**src/rtl/serial_reg_bank.sv**
```systemverilog
module serial_reg_bank #(
  parameter int QDEPTH   = 64,
  parameter int DIV_INIT = 12
) (
  input  logic       clk,
  input  logic       rst_n,
  input  logic       wr_en,
  input  logic       rd_en,
  input  logic [2:0] addr,
  input  logic [7:0] wdata,
  output logic [7:0] rdata,
  input  logic       src_valid,
  input  logic [7:0] src_data,
  output logic       tx_valid,
  output logic [7:0] tx_data,
  output logic       irq
);
  localparam int PW = (QDEPTH > 1) ? $clog2(QDEPTH) : 1;
  localparam int CW = $clog2(QDEPTH + 1);
  localparam logic [CW-1:0] FULL = CW'(QDEPTH);
  localparam logic [7:0] MSR_BASE = 8'hB0;

  logic [3:0]  ier, ier_n;
  logic [2:0]  iir, iir_n;
  logic [7:0]  lcr, mcr, scr;
  logic [15:0] div;
  logic        lsr0, lsr0_n, raise;
  logic [7:0]  q_mem [QDEPTH];
  logic [PW-1:0] wp, rp;
  logic [CW-1:0] cnt;

  wire dlab    = lcr[7];
  wire loop    = mcr[4];
  wire rd_go   = rd_en && !wr_en;
  wire wr_dat  = wr_en && addr == 3'd0 && !dlab;
  wire rd_dat  = rd_go && addr == 3'd0 && !dlab;
  wire do_pop  = rd_dat && cnt != '0;
  wire push_lp = wr_dat && loop && cnt != FULL;
  wire push_ex = src_valid && !loop && (cnt != FULL || do_pop);
  wire do_push = push_lp || push_ex;
  wire [7:0] push_byte = push_lp ? wdata : src_data;

  function automatic logic [2:0] add_src(input logic [2:0] v, input logic [2:0] b);
    return (v & 3'b110) | b;
  endfunction

  function automatic logic [2:0] del_src(input logic [2:0] v, input logic [2:0] b);
    logic [2:0] r;
    r = v & ~b;
    return (r == 3'b000) ? 3'b001 : r;
  endfunction

  always_comb begin
    ier_n  = ier;
    iir_n  = iir;
    lsr0_n = lsr0;
    raise  = 1'b0;
    if (wr_en && !dlab && addr == 3'd0) begin
      if (loop) begin
        if (cnt != FULL) begin
          lsr0_n = 1'b1;
          if (ier[0] && !iir_n[2]) begin iir_n = add_src(iir_n, 3'b100); raise = 1'b1; end
        end
      end else if (ier[1]) begin
        iir_n = add_src(iir_n, 3'b010);
        raise = 1'b1;
      end
    end else if (wr_en && !dlab && addr == 3'd1) begin
      ier_n = wdata[3:0];
      if (lsr0 && ier_n[0] && !iir_n[2]) begin iir_n = add_src(iir_n, 3'b100); raise = 1'b1; end
      if ((ier ^ wdata[3:0]) != 4'd0 && ier_n[1]) begin iir_n = add_src(iir_n, 3'b010); raise = 1'b1; end
    end else if (rd_dat) begin
      iir_n = del_src(iir_n, 3'b100);
      if (cnt <= CW'(1)) lsr0_n = 1'b0;
    end else if (rd_go && addr == 3'd2) begin
      iir_n = 3'b001;
    end
    if (push_ex) begin
      lsr0_n = 1'b1;
      if (ier_n[0] && !iir_n[2]) begin iir_n = add_src(iir_n, 3'b100); raise = 1'b1; end
    end
  end

  always_ff @(posedge clk or negedge rst_n) begin
    if (!rst_n) begin
      ier <= '0; iir <= 3'b001; lcr <= 8'h03; mcr <= 8'h08; scr <= '0;
      div <= 16'(DIV_INIT); lsr0 <= 1'b0;
      tx_valid <= 1'b0; tx_data <= '0; irq <= 1'b0;
    end else begin
      ier <= ier_n; iir <= iir_n; lsr0 <= lsr0_n; irq <= raise;
      tx_valid <= wr_dat && !loop;
      if (wr_dat && !loop) tx_data <= wdata;
      if (wr_en) begin
        case (addr)
          3'd0: if (dlab) div[7:0]  <= wdata;
          3'd1: if (dlab) div[15:8] <= wdata;
          3'd3: lcr <= wdata;
          3'd4: mcr <= wdata;
          3'd7: scr <= wdata;
          default: ;
        endcase
      end
    end
  end

  always_ff @(posedge clk or negedge rst_n) begin
    if (!rst_n) begin
      wp <= '0; rp <= '0; cnt <= '0;
    end else begin
      if (do_push) wp <= (wp == PW'(QDEPTH - 1)) ? '0 : wp + 1'b1;
      if (do_pop)  rp <= (rp == PW'(QDEPTH - 1)) ? '0 : rp + 1'b1;
      cnt <= cnt + CW'(do_push) - CW'(do_pop);
    end
  end

  always_ff @(posedge clk) begin
    if (do_push) q_mem[wp] <= push_byte;
  end

  always_comb begin
    case (addr)
      3'd0:    rdata = dlab ? div[7:0] : ((cnt != '0) ? q_mem[rp] : 8'h00);
      3'd1:    rdata = dlab ? div[15:8] : {4'h0, ier};
      3'd2:    rdata = {5'b11000, iir};
      3'd3:    rdata = lcr;
      3'd4:    rdata = mcr;
      3'd5:    rdata = {1'b0, 2'b11, 4'b0000, lsr0};
      3'd6:    rdata = loop ? {mcr[3], mcr[2], mcr[0], mcr[1], MSR_BASE[3:0]} : MSR_BASE;
      default: rdata = scr;
    endcase
  end

  assert_lsr_tracks_queue_R8: assert property (@(posedge clk) disable iff (!rst_n)
    lsr0 == (cnt != '0));
  assert_none_flag_R6: assert property (@(posedge clk) disable iff (!rst_n)
    iir[0] == (iir[2:1] == 2'b00));
  assert_tx_from_write_R4: assert property (@(posedge clk) disable iff (!rst_n)
    tx_valid |-> $past(wr_en && addr == 3'd0 && !lcr[7] && !mcr[4]));
  assert_irq_has_source_R7: assert property (@(posedge clk) disable iff (!rst_n)
    irq |-> !iir[0]);
  assert_loop_cap_R10: assert property (@(posedge clk) disable iff (!rst_n)
    (mcr[4] && cnt == FULL && wr_en && addr == 3'd0 && !lcr[7]) |=> cnt == FULL);
  assert_loop_blocks_source_R9: assert property (@(posedge clk) disable iff (!rst_n)
    (src_valid && mcr[4] && !wr_en && !rd_en) |=> cnt == $past(cnt));
endmodule

```
**config.mk**
```make
export PLATFORM = sky130hd
export DESIGN_NAME = serial_reg_bank
export DESIGN_NICKNAME = d
export VERILOG_FILES = /design/src/rtl/serial_reg_bank.sv
export SDC_FILE = /design/constraint.sdc
export NUM_CORES = 1
export LEC_CHECK = 0
export BUFFER_PORTS_ARGS = -buffer_cell sky130_fd_sc_hd__buf_2
export CORE_UTILIZATION = 63
export CTS_CLUSTER_DIAMETER = 40
export DETAILED_ROUTE_END_ITERATION = 16
export GPL_TIMING_DRIVEN = 0
export PLACE_DENSITY = 0.82
export SYNTH_ARGS = -nofsm -noshare
export SYNTH_HDL_FRONTEND = slang
export SYNTH_SLANG_ARGS = --single-unit
```
**constraint.sdc**
```tcl
create_clock -name clk -period 3.7 [get_ports clk]
set_input_delay 0.925 -clock clk [delete_from_list [all_inputs] [get_ports clk]]
set_output_delay 0.925 -clock clk [all_outputs]
set_load 0.03 [all_outputs]
```
# Word-level counts from Yosys, hierarchy flattened

Memories as Yosys holds them, arrays and structs flattened.
Cells that the tools add are included.

Add/subtract/negate cells: 4
Multiply operators: 0
Div/mod/pow operators: 0
Order comparisons: 1
Equal/unequal tests: 13
Shift operators: 0
Mux-type cells: 42
Bitwise operators: 2
Reduce and logical (&&, ||, !) cells: 40

Operators by type and width:

| kind                | count |
|---|---|
| $pmux 8 s7          | 1 |
| $mux 8              | 5 |
| $mux 3              | 10 |
| $mux 1              | 21 |
| $logic_and 1x1->1   | 20 |
| $add 6x1->6 const B | 2 |
| $eq 3x3->1 const B  | 4 |
| $eq 6x6->1 const B  | 2 |
| $mux 6              | 2 |
| $ne 3x3->1 const B  | 3 |
| $reduce_and 2->1    | 4 |
| $add 7x1->7         | 1 |
| $le 7x1->1 const B  | 1 |
| $ne 7x7->1 const B  | 1 |
| $reduce_bool 7->1   | 1 |
| $sub 7x1->7         | 1 |
| $eq 3x2->1 const B  | 2 |
| $logic_not 3->1     | 2 |
| $mux 2              | 3 |
| $reduce_and 3->1    | 2 |
| $reduce_bool 3->1   | 2 |
| $logic_not 1->1     | 5 |
| $reduce_and 5->1    | 1 |
| $reduce_bool 4->1   | 1 |
| other kinds (4)     | 5 |

Register bits after elaboration: 77
Bits in latches: 0
RAM bits: 512
Bits in read-only memories: 0
Bits of input ports: 24
Output and inout port bits: 18
Logic and storage cells: 118
Memories kept: 1

Memories:

| memory | words | width | read ports | clocked after Yosys merged registers in | write ports | line | RTL |
|---|---|---|---|---|---|---|---|
| q_mem  | 64    | 8     | 1          | 0                                       | 1           | 28   | `logic [7:0] q_mem [QDEPTH];` |

# Longest topological paths before layout

Gate-level depths: netlist of run 1.

Depth after elaboration: 11
Gate-level depth with buffers: 17
Mapped depth without buffers: 16

# Worst setup path after synthesis of run 1

Ideal clock, no wire load.

Kind: input to register
From: in addr[1]
To: reg cnt[6]
Library setup time: 0.128 ns
Arrival time: 3.440 ns
Slack: 0.133 ns
Stages: 16
Path buffers: 2
Cell sequence: buf_2 > nor3_1 > nand3_1 > a21oi_2 > inv_2 > clkbuf_1 > ha_1 > inv_1 > ha_1 > inv_1 > fa_1 > o21bai_1 > a21oi_1 > o21bai_1 > a21oi_1 > xor2_1

Word-level cells in the longest chain between the ends: 9
Elaborated cells on any way between the ends: 13

Ends and longest elaborated chain:

| what                           | line   | RTL |
|---|---|---|
| from (decl)                    | 9      | `input logic [2:0] addr,` |
| $logic_not 3->1 (*)            | 35, 36 |  |
| $logic_and 1x1->1 (2 in a row) | 36     | `wire rd_dat = rd_go && addr == 3'd0 && !dlab;` |
| $logic_and 1x1->1              | 37     | `wire do_pop = rd_dat && cnt != '0;` |
| $logic_or 1x1->1               | 39     | `wire push_ex = src_valid && !loop && (cnt != FULL \|\| do_pop);` |
| $logic_and 1x1->1              | 39     |  |
| $logic_or 1x1->1               | 40     | `wire do_push = push_lp \|\| push_ex;` |
| $add 7x1->7                    | 112    | `cnt <= cnt + CW'(do_push) - CW'(do_pop);` |
| $sub 7x1->7 (*)                | 112    |  |
| to (signal assigned)           | 112    |  |
| to (decl)                      | 30     | `logic [CW-1:0] cnt;` |

Mark *: on every way between the ends. The rest lies on a longest branch, timed or not.
A chain may end at the register's enable or synchronous reset.

# Worst setup path after layout of run 1

From: reg rp[4]
To: out rdata[3]

Word-level cells in the longest chain between the ends: 4

Ends and longest elaborated chain:

| what                   | line | RTL |
|---|---|---|
| from (decl)            | 29   | `logic [PW-1:0] wp, rp;` |
| from (signal assigned) | 111  | `if (do_pop) rp <= (rp == PW'(QDEPTH - 1)) ? '0 : rp + 1'b1;` |
| $mem_v2 64x8           | --   |  |
| $mux 8 (2 in a row)    | 122  | `3'd0: rdata = dlab ? div[7:0] : ((cnt != '0) ? q_mem[rp] : 8'h00);` |
| $pmux 8 s7             | 121  | `case (addr)` |
| to (decl)              | 11   | `output logic [7:0] rdata,` |

No other way between the ends.

==> results of run 1 <==
-- where the power goes --
group | switching (mW) | internal [mW]
clock network | 2.82 | 3.80
registers | 0.245 | 7.67
logic | 3.67 | 2.60
total | 6.73 | 14.1
-- through the flow --
| stage | hold slack, ps | util, % |
|---|---|---|
| detailed placement | 488 | 66.8 |
| global placement | 482 | 66.7 |
| finish | 313 | 75.7 |
| global route | 357 | 75.7 |
| floorplan | 470 | - |
| CTS | 326 | 75.0 |
-- metal layers --
| layer | global-route usage [%] | vias up | wire length, µm |
|---|---|---|---|
| met4 | 15.3 | 0 | 3900 |
| met1 | 48.4 | 7477 | 24400 |
| met2 | 56.1 | 1323 | 32600 |
| li1 | - | 5875 | - |
| met5 | 0 | - | 0 |
| met3 | 9.54 | 319 | 9070 |
-- Yosys cell counts (4+ instances only) --
master / instances
ha_1: 16
o221ai_1: 6
dfrtp_1: 71
nand3_1: 21
dfstp_2: 6
buf_2: 18
a31oi_1: 9
or3_1: 8
a221o_1: 5
inv_1: 17
nand4_1: 7
nand3b_1: 9
nor2b_1: 14
clkbuf_1: 34
buf_1: 5
nand2_1: 65
edfxtp_1: 512
o21ai_0: 25
mux4_1: 12
nor4_1: 6
o21bai_1: 6
a221oi_1: 7
buf_6: 10
a2111oi_0: 4
a21o_1: 4
o22a_1: 4
buf_4: 11
mux2_2: 67
o22ai_1: 25
xnor2_1: 9
nor2_1: 89
nor3_1: 24
a21oi_1: 27
nand2b_1: 16
mux4_2: 83
o211ai_1: 8
mux2i_1: 79
and2_1: 6
-- how the worst max path moves through the flow --
stage	end	from	slack, ps
6_report	rdata[3]	rp[4]	-390
5_1_grt	rdata[6]	rp[1]	-370
4_1_cts	rdata[4]	rp[1]	-280
3_5_place_dp	cnt[6]	addr[1]	-620
3_3_place_gp	q_mem[42][1]	addr[1]	-690
2_1_floorplan	cnt[6]	addr[1]	130
-- sequential cells by signal, summed over array words and instances, names as in the netlist --
signal / count
q_mem: 512
div: 16
lcr: 8
mcr: 8
scr: 8
tx_data: 8
cnt: 7
rp: 6
wp: 6
ier: 4
iir: 3
irq: 1
lsr0: 1
tx_valid: 1
-- kinds of logic after synthesis --
family	count (synthesis)
flip-flops	589
XOR/XNOR	12
AND/OR/NAND/NOR	286
adder cells (fa/ha/maj)	17
AO/OA/AOI/OAI	163
multiplexers	241
buffers and inverters	103
-- layout make-up --
| cell class | instances | area [µm²] | area share, % |
|---|---|---|---|
| Inverter | 21 | 86.3 | 0.301 |
| Clock inverter | 37 | 332 | 1.15 |
| Multi-Input combinational cell | 719 | 7180 | 25.0 |
| Timing Repair Buffer | 65 | 551 | 1.92 |
| Buffer | 77 | 761 | 2.65 |
| Sequential cell | 589 | 17300 | 60.3 |
| Tap cell | 511 | 639 | 2.23 |
| Clock buffer | 82 | 1870 | 6.51 |
-- repair_timing --
item / 4_1_cts / 5_1_grt
pin swaps: 14 / 12
gates resized for setup: 173 / 42
gates cloned: 3 / 0
buffers inserted: 18 / 4
endpoints found under the setup margin: 10 / 44
-- worst max-delay path, cell delays in order (launching register included) --
cell      delay (ps)
dfrtp_1          610
buf_4            330
clkbuf_2         500
mux2i_4          360
a21oi_2          130
o221ai_4         270
o221ai_2         180
buf_6            170
==> run_results.csv, run 1 <==
group,metric,value,unit
floorplanning,io_pins,42,
drt,post_drt_via_cell_ratio,7.14,
clocking,clock_sinks,589,
layout,post-route-cell-area,0.0287,mm²
yosys,synth_top_cell_by_area,"edfxtp_1",
drt,wl_per_cell,33.3,µm
placed_design,globalplace.congestion,0.962,
yosys,synth_adder_area_share,0.899,%
timing,timing.fmax,244,MHz
layout,final_common_cell,"edfxtp_1",
yosys,synth_top_family_by_area,"multiplexers",
worst_setup_path,cp.required,2770,ps
run_status,violations,"negative setup slack",
clocking,cts_tree,"built",
drt,drtIter0Drc,2240,
layout,areaGrowthSynthToFinish,17.3,%
placed_design,portBuffers,37,
timing,final_max_slew_viol_count,0,
placed_design,dpl_worst_slack,-623,ps
layout,nets,1582,
timing,fin_crit_sh,111,%
yosys,ys_types,81,
clocking,cts_htree_levels,3,
timing,setup-tns-final,-3000,ps
global_route,grt_max_degree,65,
timing,timing.final.crit_period,4090,ps
yosys,yosys.area.top_type_share,62.8,%
pwr,pwr_density_cell,724,mW/mm²
layout,layout_common_cells,"edfxtp_1 (512), mux4_2 (89), nor2_1 (82)",
run_status,outcome,"finished with violations",
pwr,power.total,20.8,mW
layout,filler_cell_count,1992,
timing,tightest_slew,1480,ps
clocking,cts_buffer_depth,3,
worst_setup_path,rrSetupSlack,30,ps
global_route,grt_pass1_vias,14700,
pwr,vdd_drop_max,554,µV
layout,drive_gt1_share,29.6,%
yosys,synth_edf_count,512,
timing,max-slew-margin-rel,1.32,%
clocking,numCtsBuffers,68,
timing,layout_setup_ws,-392,ps
timing,finClkSkew,21.7,ps
yosys,synth-compound-area-share,4.62,%
timing,hold_viol,0,
yosys,synth-seq-area-share,70.7,%
yosys,synth_xor_area_share,0.429,%
drt,drtAntennaViolNets,0,
drt,routed_wl,70000,µm
yosys,async_reset_ff_share,13.1,%
floorplanning,dieArea,0.0397,mm²
clocking,clk_transition_reported_paths,60,ps
global_route,grt_usage,36.0,%
yosys,synth_seq_cells,589,
yosys,syn_nets,1452,
drt,vias,15000,
worst_setup_path,cp-end-kind,"output pin",
global_route,grt-ovfl-total,0,
yosys,synthMuxAreaShare,15.2,%
global_route,grt_pass1_wl,99000,µm
placed_design,placed_area,0.0253,mm²
yosys,synth_ff_type,"edfxtp_1",
worst_setup_path,r2r_cells,6,
floorplanning,die_w,199,µm
floorplanning,initial_core_util,64.6,%
yosys,synth-simple-area-share,5.73,%
pwr,p_leak,9.61,nW
clocking,clk_latency,600,ps
placed_design,dp.cells,1960,
yosys,synthesis.area,0.0245,mm²
placed_design,hpwl,40600,µm
yosys,synth.yosys.warnings,0,
drt,firstDrtPassIters,6,
clocking,cts_root_buffer,"clkbuf_16",
worst_setup_path,r2r_end,"q_mem[47][6]",
floorplanning,rows,71,
layout,antenna_cells,0,
global_route,antenna_found_initial,0,
floorplanning,die_h,199,µm
worst_setup_path,critPathKind,"flop to output pin",
worst_setup_path,rr_startpoint,"lcr[7]",
yosys,postSynthAreaPerCell,17.4,µm²
yosys,synthCells,1411,
drt,drc,0,
worst_setup_path,worst_ep_arrival_time,3170,ps
layout,final_cell_count_no_fill,2101,
worst_hold_path,min_path_type,"primary input to async pin",
worst_setup_path,startpoint_type,"flop",
run,drv_cap,0,
floorplanning,core_area,0.0379,mm²
clocking,cts_hold_buffers,0,
timing,finalSetupViolCount,19,
yosys,synth_area_leaders,"edfxtp_1 (63%), mux4_2 (7.6%), dfrtp_1 (7.3%)",
worst_setup_path,cp_max_fo,10,
timing,rsz0062_at_grt,"true",
(Power assumes the default switching activity.)
==> run 2, diff against run 1 <==
--- a/config.mk
+++ b/config.mk
@@ -6,11 +6,13 @@
 export NUM_CORES = 1
 export LEC_CHECK = 0
 export BUFFER_PORTS_ARGS = -buffer_cell sky130_fd_sc_hd__buf_2
+export CAP_MARGIN = 5
 export CORE_UTILIZATION = 63
 export CTS_CLUSTER_DIAMETER = 40
 export DETAILED_ROUTE_END_ITERATION = 16
 export GPL_TIMING_DRIVEN = 0
 export PLACE_DENSITY = 0.82
+export SETUP_SLACK_MARGIN = 0.1
 export SYNTH_ARGS = -nofsm -noshare
 export SYNTH_HDL_FRONTEND = slang
 export SYNTH_SLANG_ARGS = --single-unit
==> run_results.csv, run 2 (synthesis results as in run 1) <==
group,metric,value,unit
run_status,outcome,"finished with violations",
run_status,violations,"negative setup slack",
floorplanning,io_pins,42,
drt,wl_met3,9940,µm
timing,tightest_slew,1450,ps
clocking,clock_sinks,589,
layout,fin_util,77.1,%
layout,layout_common_cells,"edfxtp_1 (512), mux4_2 (91), nor2_1 (85)",
drt,vias,15300,
clocking,cts_tree,"built",
drt,wl_met2,33800,µm
worst_setup_path,cp_max_fo,10,
clocking,cts_buffer_depth,3,
timing,timing.fmax,241,MHz
layout,drive_gt1_share,31.7,%
placed_design,placed_area,0.0253,mm²
timing,finalSetupViolCount,8,
layout,filler_cell_count,1924,
worst_setup_path,cp-end-kind,"output pin",
drt,wl_met1,25200,µm
timing,hold_viol,0,
clocking,cts_root_buffer,"clkbuf_16",
clocking,numCtsBuffers,68,
timing,hold_ws,299,ps
timing,timing.final.crit_period,4150,ps
drt,wl_per_cell,34.6,µm
floorplanning,die_h,199,µm
floorplanning,initial_core_util,64.6,%
timing,max-slew-margin-rel,3.32,%
global_route,grt-ovfl-total,0,
clocking,clk_latency,620,ps
drt,drtIter0Drc,2339,
pwr,vdd_drop_max,500,µV
layout,seqCellArea,0.0173,mm²
placed_design,portBuffers,37,
drt,routed_wl,73800,µm
clocking,cts_hold_buffers,0,
drt,drc,0,
run,drv_cap,0,
drt,top_layer,"met5",
layout,post-route-cell-area,0.0293,mm²
global_route,grt_pass1_vias,14800,
layout,nets,1607,
global_route,grt_usage,36.7,%
timing,fin_crit_sh,112,%
floorplanning,core_area,0.0379,mm²
layout,final_common_cell,"edfxtp_1",
timing,layout_setup_ws,-453,ps
global_route,grt_pass1_wl,101000,µm
floorplanning,dieArea,0.0397,mm²
drt,post_drt_via_cell_ratio,7.19,
floorplanning,die_w,199,µm
global_route,antenna_found_initial,2,
layout,antenna_cells,0,
worst_setup_path,worst_ep_arrival_time,3230,ps
placed_design,hpwl,40500,µm
drt,drtAntennaViolNets,0,
clocking,clk_transition_reported_paths,70,ps
layout,areaGrowthSynthToFinish,19.5,%
timing,final_max_slew_viol_count,0,
worst_hold_path,min_path_type,"primary input to async pin",
worst_setup_path,startpoint_type,"flop",
worst_setup_path,critPathKind,"flop to output pin",
layout,reg_top3,"q_mem: 512 flops, div: 16 flops",
clocking,cts_htree_levels,3,
timing,finClkSkew,30.2,ps
global_route,grt_max_degree,65,
pwr,power.total,21.5,mW
timing,rsz0062_at_grt,"true",
floorplanning,rows,71,
placed_design,globalplace.congestion,0.962,
pwr,p_leak,9.84,nW
drt,firstDrtPassIters,6,
layout,largest_register_ff_count,512,
worst_setup_path,cp.required,2770,ps
timing,setup-tns-final,-3190,ps
layout,multiInputGateArea,0.00726,mm²
layout,regMostFlops,"q_mem",
pwr,pwr_density_cell,735,mW/mm²
==> run 2: what timing repair did <==
action / CTS / global route
resized for setup: 173 / 75
buffers inserted: 25 / 10
endpoints found under the hold margin: 0 / 0
cloned: 4 / 5
endpoints found under the setup margin: 10 / 64
pin swaps: 18 / 21
==> run 2: worst paths after layout <==
kind | startpoint | end | slack, ps | depth (start not counted)
hold reg to reg | scr[2] | scr[2] | 500 | 1
max in group asynchronous | rst_n | div[3] | 2710 | 2
setup reg to reg | cnt[4] | q_mem[28][5] | 250 | 7
min in group clk | scr[2] | scr[2] | 500 | 1
setup / recovery | rp[4] | rdata[3] | -450 | 7
hold / removal | rst_n | cnt[2] | 300 | 1
==> run 2: cell type report <==
cell class | instances | area share (%)
plain buffers | 78 | 2.76
clock buffers | 82 | 6.25
repair buffers | 89 | 3.05
inverters | 21 | 0.304
well taps | 511 | 2.18
clock inverters | 43 | 1.48
multi-input cells | 719 | 24.8
flip-flops and latches | 589 | 59.2
==> run 2: power by group <==
| part | total [mW] | internal, mW | switching (mW) |
|---|---|---|---|
| registers | 7.93 | 7.67 | 0.256 |
| clock network | 6.78 | 3.89 | 2.89 |
| logic | 6.79 | 2.92 | 3.87 |
==> run 2: per-stage QoR <==
stage	instances	worst slack (ps)
after detailed placement	1961	-673
final	2132	-453
after CTS	2111	-281
after floorplan	1411	133
after global routing	2132	-449
after global placement	1959	-686
==> run 2: worst max-delay path, stage by stage (launching register included) <==
cell      delay, ps
dfrtp_1         660
buf_4           340
clkbuf_2        450
mux2i_4         340
a21oi_2         100
o221ai_4        330
o221ai_2        180
buf_6           170
==> run 2: metal layers <==
layer  vias up  global-route usage (%)
met3       389                    12.6
li1       5935                       -
met5         -                       0
met2      1427                    55.9
met4         4                    17.9
met1      7565                    47.7
==> run 3, diff against run 2 <==
--- a/config.mk
+++ b/config.mk
@@ -11,7 +11,7 @@
 export CTS_CLUSTER_DIAMETER = 40
 export DETAILED_ROUTE_END_ITERATION = 16
 export GPL_TIMING_DRIVEN = 0
-export PLACE_DENSITY = 0.82
+export PLACE_DENSITY = 0.8
 export SETUP_SLACK_MARGIN = 0.1
 export SYNTH_ARGS = -nofsm -noshare
 export SYNTH_HDL_FRONTEND = slang
==> run_results.csv, run 3 (synthesis results as in run 1) <==
group,metric,value,unit
run_status,outcome,"finished with violations",
run_status,violations,"negative setup slack",
timing,timing.final.crit_period,4110,ps
drt,firstDrtPassIters,6,
worst_setup_path,r2r_end,"q_mem[42][7]",
layout,antenna_cells,0,
drt,drc,0,
drt,post_drt_via_cell_ratio,7.03,
global_route,grt-ovfl-total,0,
global_route,antenna_found_initial,0,
pwr,p_leak,9.82,nW
global_route,met2_usage,55.5,%
global_route,grt_usage,35.7,%
timing,finalSetupViolCount,8,
timing,max-slew-margin-rel,6.57,%
floorplanning,io_pins,42,
worst_setup_path,slowest_stage,"dfrtp_1",
clocking,cts_tree,"built",
pwr,p_switching,6.72,mW
clocking,clock_sinks,589,
placed_design,globalplace.congestion,1.00,
pwr,comb_power_share,31.0,%
worst_setup_path,worst_ep_arrival_time,3190,ps
placed_design,dpl_worst_slack,-644,ps
layout,reg_top3,"q_mem: 512 flops, div: 16 flops",
floorplanning,initial_core_util,64.6,%
clocking,cts_hold_buffers,0,
timing,rsz0062_at_grt,"true",
worst_setup_path,r2r_cells,6,
worst_hold_path,min_path_type,"primary input to async pin",
clocking,cts_buffer_depth,3,
global_route,grt_pass1_vias,14600,
global_route,grt_max_degree,74,
worst_setup_path,rr_startpoint,"lcr[7]",
pwr,vdd_drop_max,494,µV
worst_setup_path,path_buf_inv,3,
placed_design,dp.cells,1960,
drt,drtAntennaViolNets,0,
worst_setup_path,cp_max_fo,10,
layout,nets,1610,
pwr,power.total,21.2,mW
timing,finClkSkew,24.5,ps
layout,final_cell_count_no_fill,2134,
timing,final_max_slew_viol_count,0,
global_route,met3_usage,9.32,%
worst_setup_path,startpoint_type,"flop",
clocking,clk_transition_reported_paths,60,ps
placed_design,portBuffers,37,
pwr,switching_share,31.7,%
clocking,numCtsBuffers,68,
global_route,use_met1,47.5,%
floorplanning,die_w,199,µm
global_route,grt_pass1_wl,98200,µm
clocking,cts_root_buffer,"clkbuf_16",
pwr,pwr_density_cell,728,mW/mm²
timing,tightest_slew,1400,ps
worst_setup_path,critPathKind,"flop to output pin",
layout,largest_register_ff_count,512,
clocking,cts_htree_levels,3,
pwr,power.clock.fraction,31.7,%
timing,layout_setup_ws,-411,ps
layout,drive_gt1_share,30.8,%
worst_setup_path,cp.required,2770,ps
layout,areaGrowthSynthToFinish,19.0,%
floorplanning,rows,71,
layout,final_common_cell,"edfxtp_1",
floorplanning,dieArea,0.0397,mm²
clocking,clk_latency,610,ps
floorplanning,die_h,199,µm
drt,routed_wl,68700,µm
layout,filler_cell_count,1994,
layout,regMostFlops,"q_mem",
layout,layout_common_cells,"edfxtp_1 (512), mux4_2 (88), nor2_1 (86)",
drt,wl_per_cell,32.2,µm
placed_design,hpwl,40800,µm
floorplanning,core_area,0.0379,mm²
timing,timing.fmax,243,MHz
worst_setup_path,cp_top_family,"buffers and inverters",
drt,drtIter0Drc,1868,
worst_setup_path,cp-end-kind,"output pin",
timing,fin_crit_sh,111,%
run,drv_cap,0,
timing,hold_viol,0,
worst_setup_path,rrSetupSlack,260,ps
pwr,pwr-share-seq,37.3,%
worst_setup_path,critPathMaxStageDelay,650,ps
global_route,busiest_layer,"met2",
drt,vias,15000,
pwr,internal-power,14.5,mW
worst_setup_path,worstPathCellList,"buf_4 > clkbuf_2 > mux2i_1 > a21oi_1 > o221ai_4 > o221ai_2 > buf_6",
-- run 3: worst max path at each step --
stage / cells after the start / startpoint / slack [ps] / endpoint
after floorplan: 16 / addr[1] / 130 / cnt[6]
after global placement: 7 / addr[1] / -740 / q_mem[42][6]
after detailed placement: 16 / addr[1] / -640 / cnt[6]
after CTS: 11 / rp[1] / -310 / rdata[3]
after global routing: 12 / rp[1] / -390 / rdata[3]
final: 7 / rp[4] / -410 / rdata[3]
-- run 3: metal layers --
layer / share of wire (%) / vias to the layer above
li1: - / 5949
met1: 36 / 7538
met2: 47 / 1229
met3: 12 / 294
met4: 5.5 / 0
met5: 0 / -
-- run 3: power groups by stage --
stage	Combinational, mW	Sequential [mW]	Clock [mW]
after floorplan	3.25	8.00	0
after global placement	4.81	7.99	0
after detailed placement	4.91	8.01	0
after CTS	6.13	7.90	6.71
after global routing	6.78	7.95	6.99
final	6.58	7.91	6.73
-- run 3: worst reg2reg max path, delay by kind of cell (launching register included) --
family	cells	cell delay (ps)
compound gates	2	510
buf+inv	1	370
flops	1	530
simple gates	3	1670
-- run 3: through the flow --
step / util (%) / area (µm²) / hold WS (ps) / setup TNS [ps]
finish: 76.8 / 29100 / 135 / -2600
global route: 76.8 / 29100 / 125 / -2680
CTS: 76.0 / 28800 / 121 / -1990
detailed placement: 66.8 / 25400 / 490 / -64350
global placement: 66.7 / 25300 / 482 / -35410
floorplan: - / 24500 / 470 / 0
-- run 3: area by class of cell --
class                           instances  area, µm²  share of cell area [%]
Multi-Input combinational cell        719       7180                    24.6
Buffer                                 79        821                    2.82
Clock buffer                           83       1830                    6.28
Tap cell                              511        639                    2.19
Sequential cell                       589      17300                    59.4
Clock inverter                         41        423                    1.45
Timing Repair Buffer                   91        857                    2.94
Inverter                               21       88.8                   0.305
-- run 3: what timing repair did --
item	4_1_cts	5_1_grt
pin swaps	26	14
setup endpoints to repair	18	9
gates resized for setup	192	40
buffers inserted	35	11
cloned	3	0
hold endpoints to repair	0	0
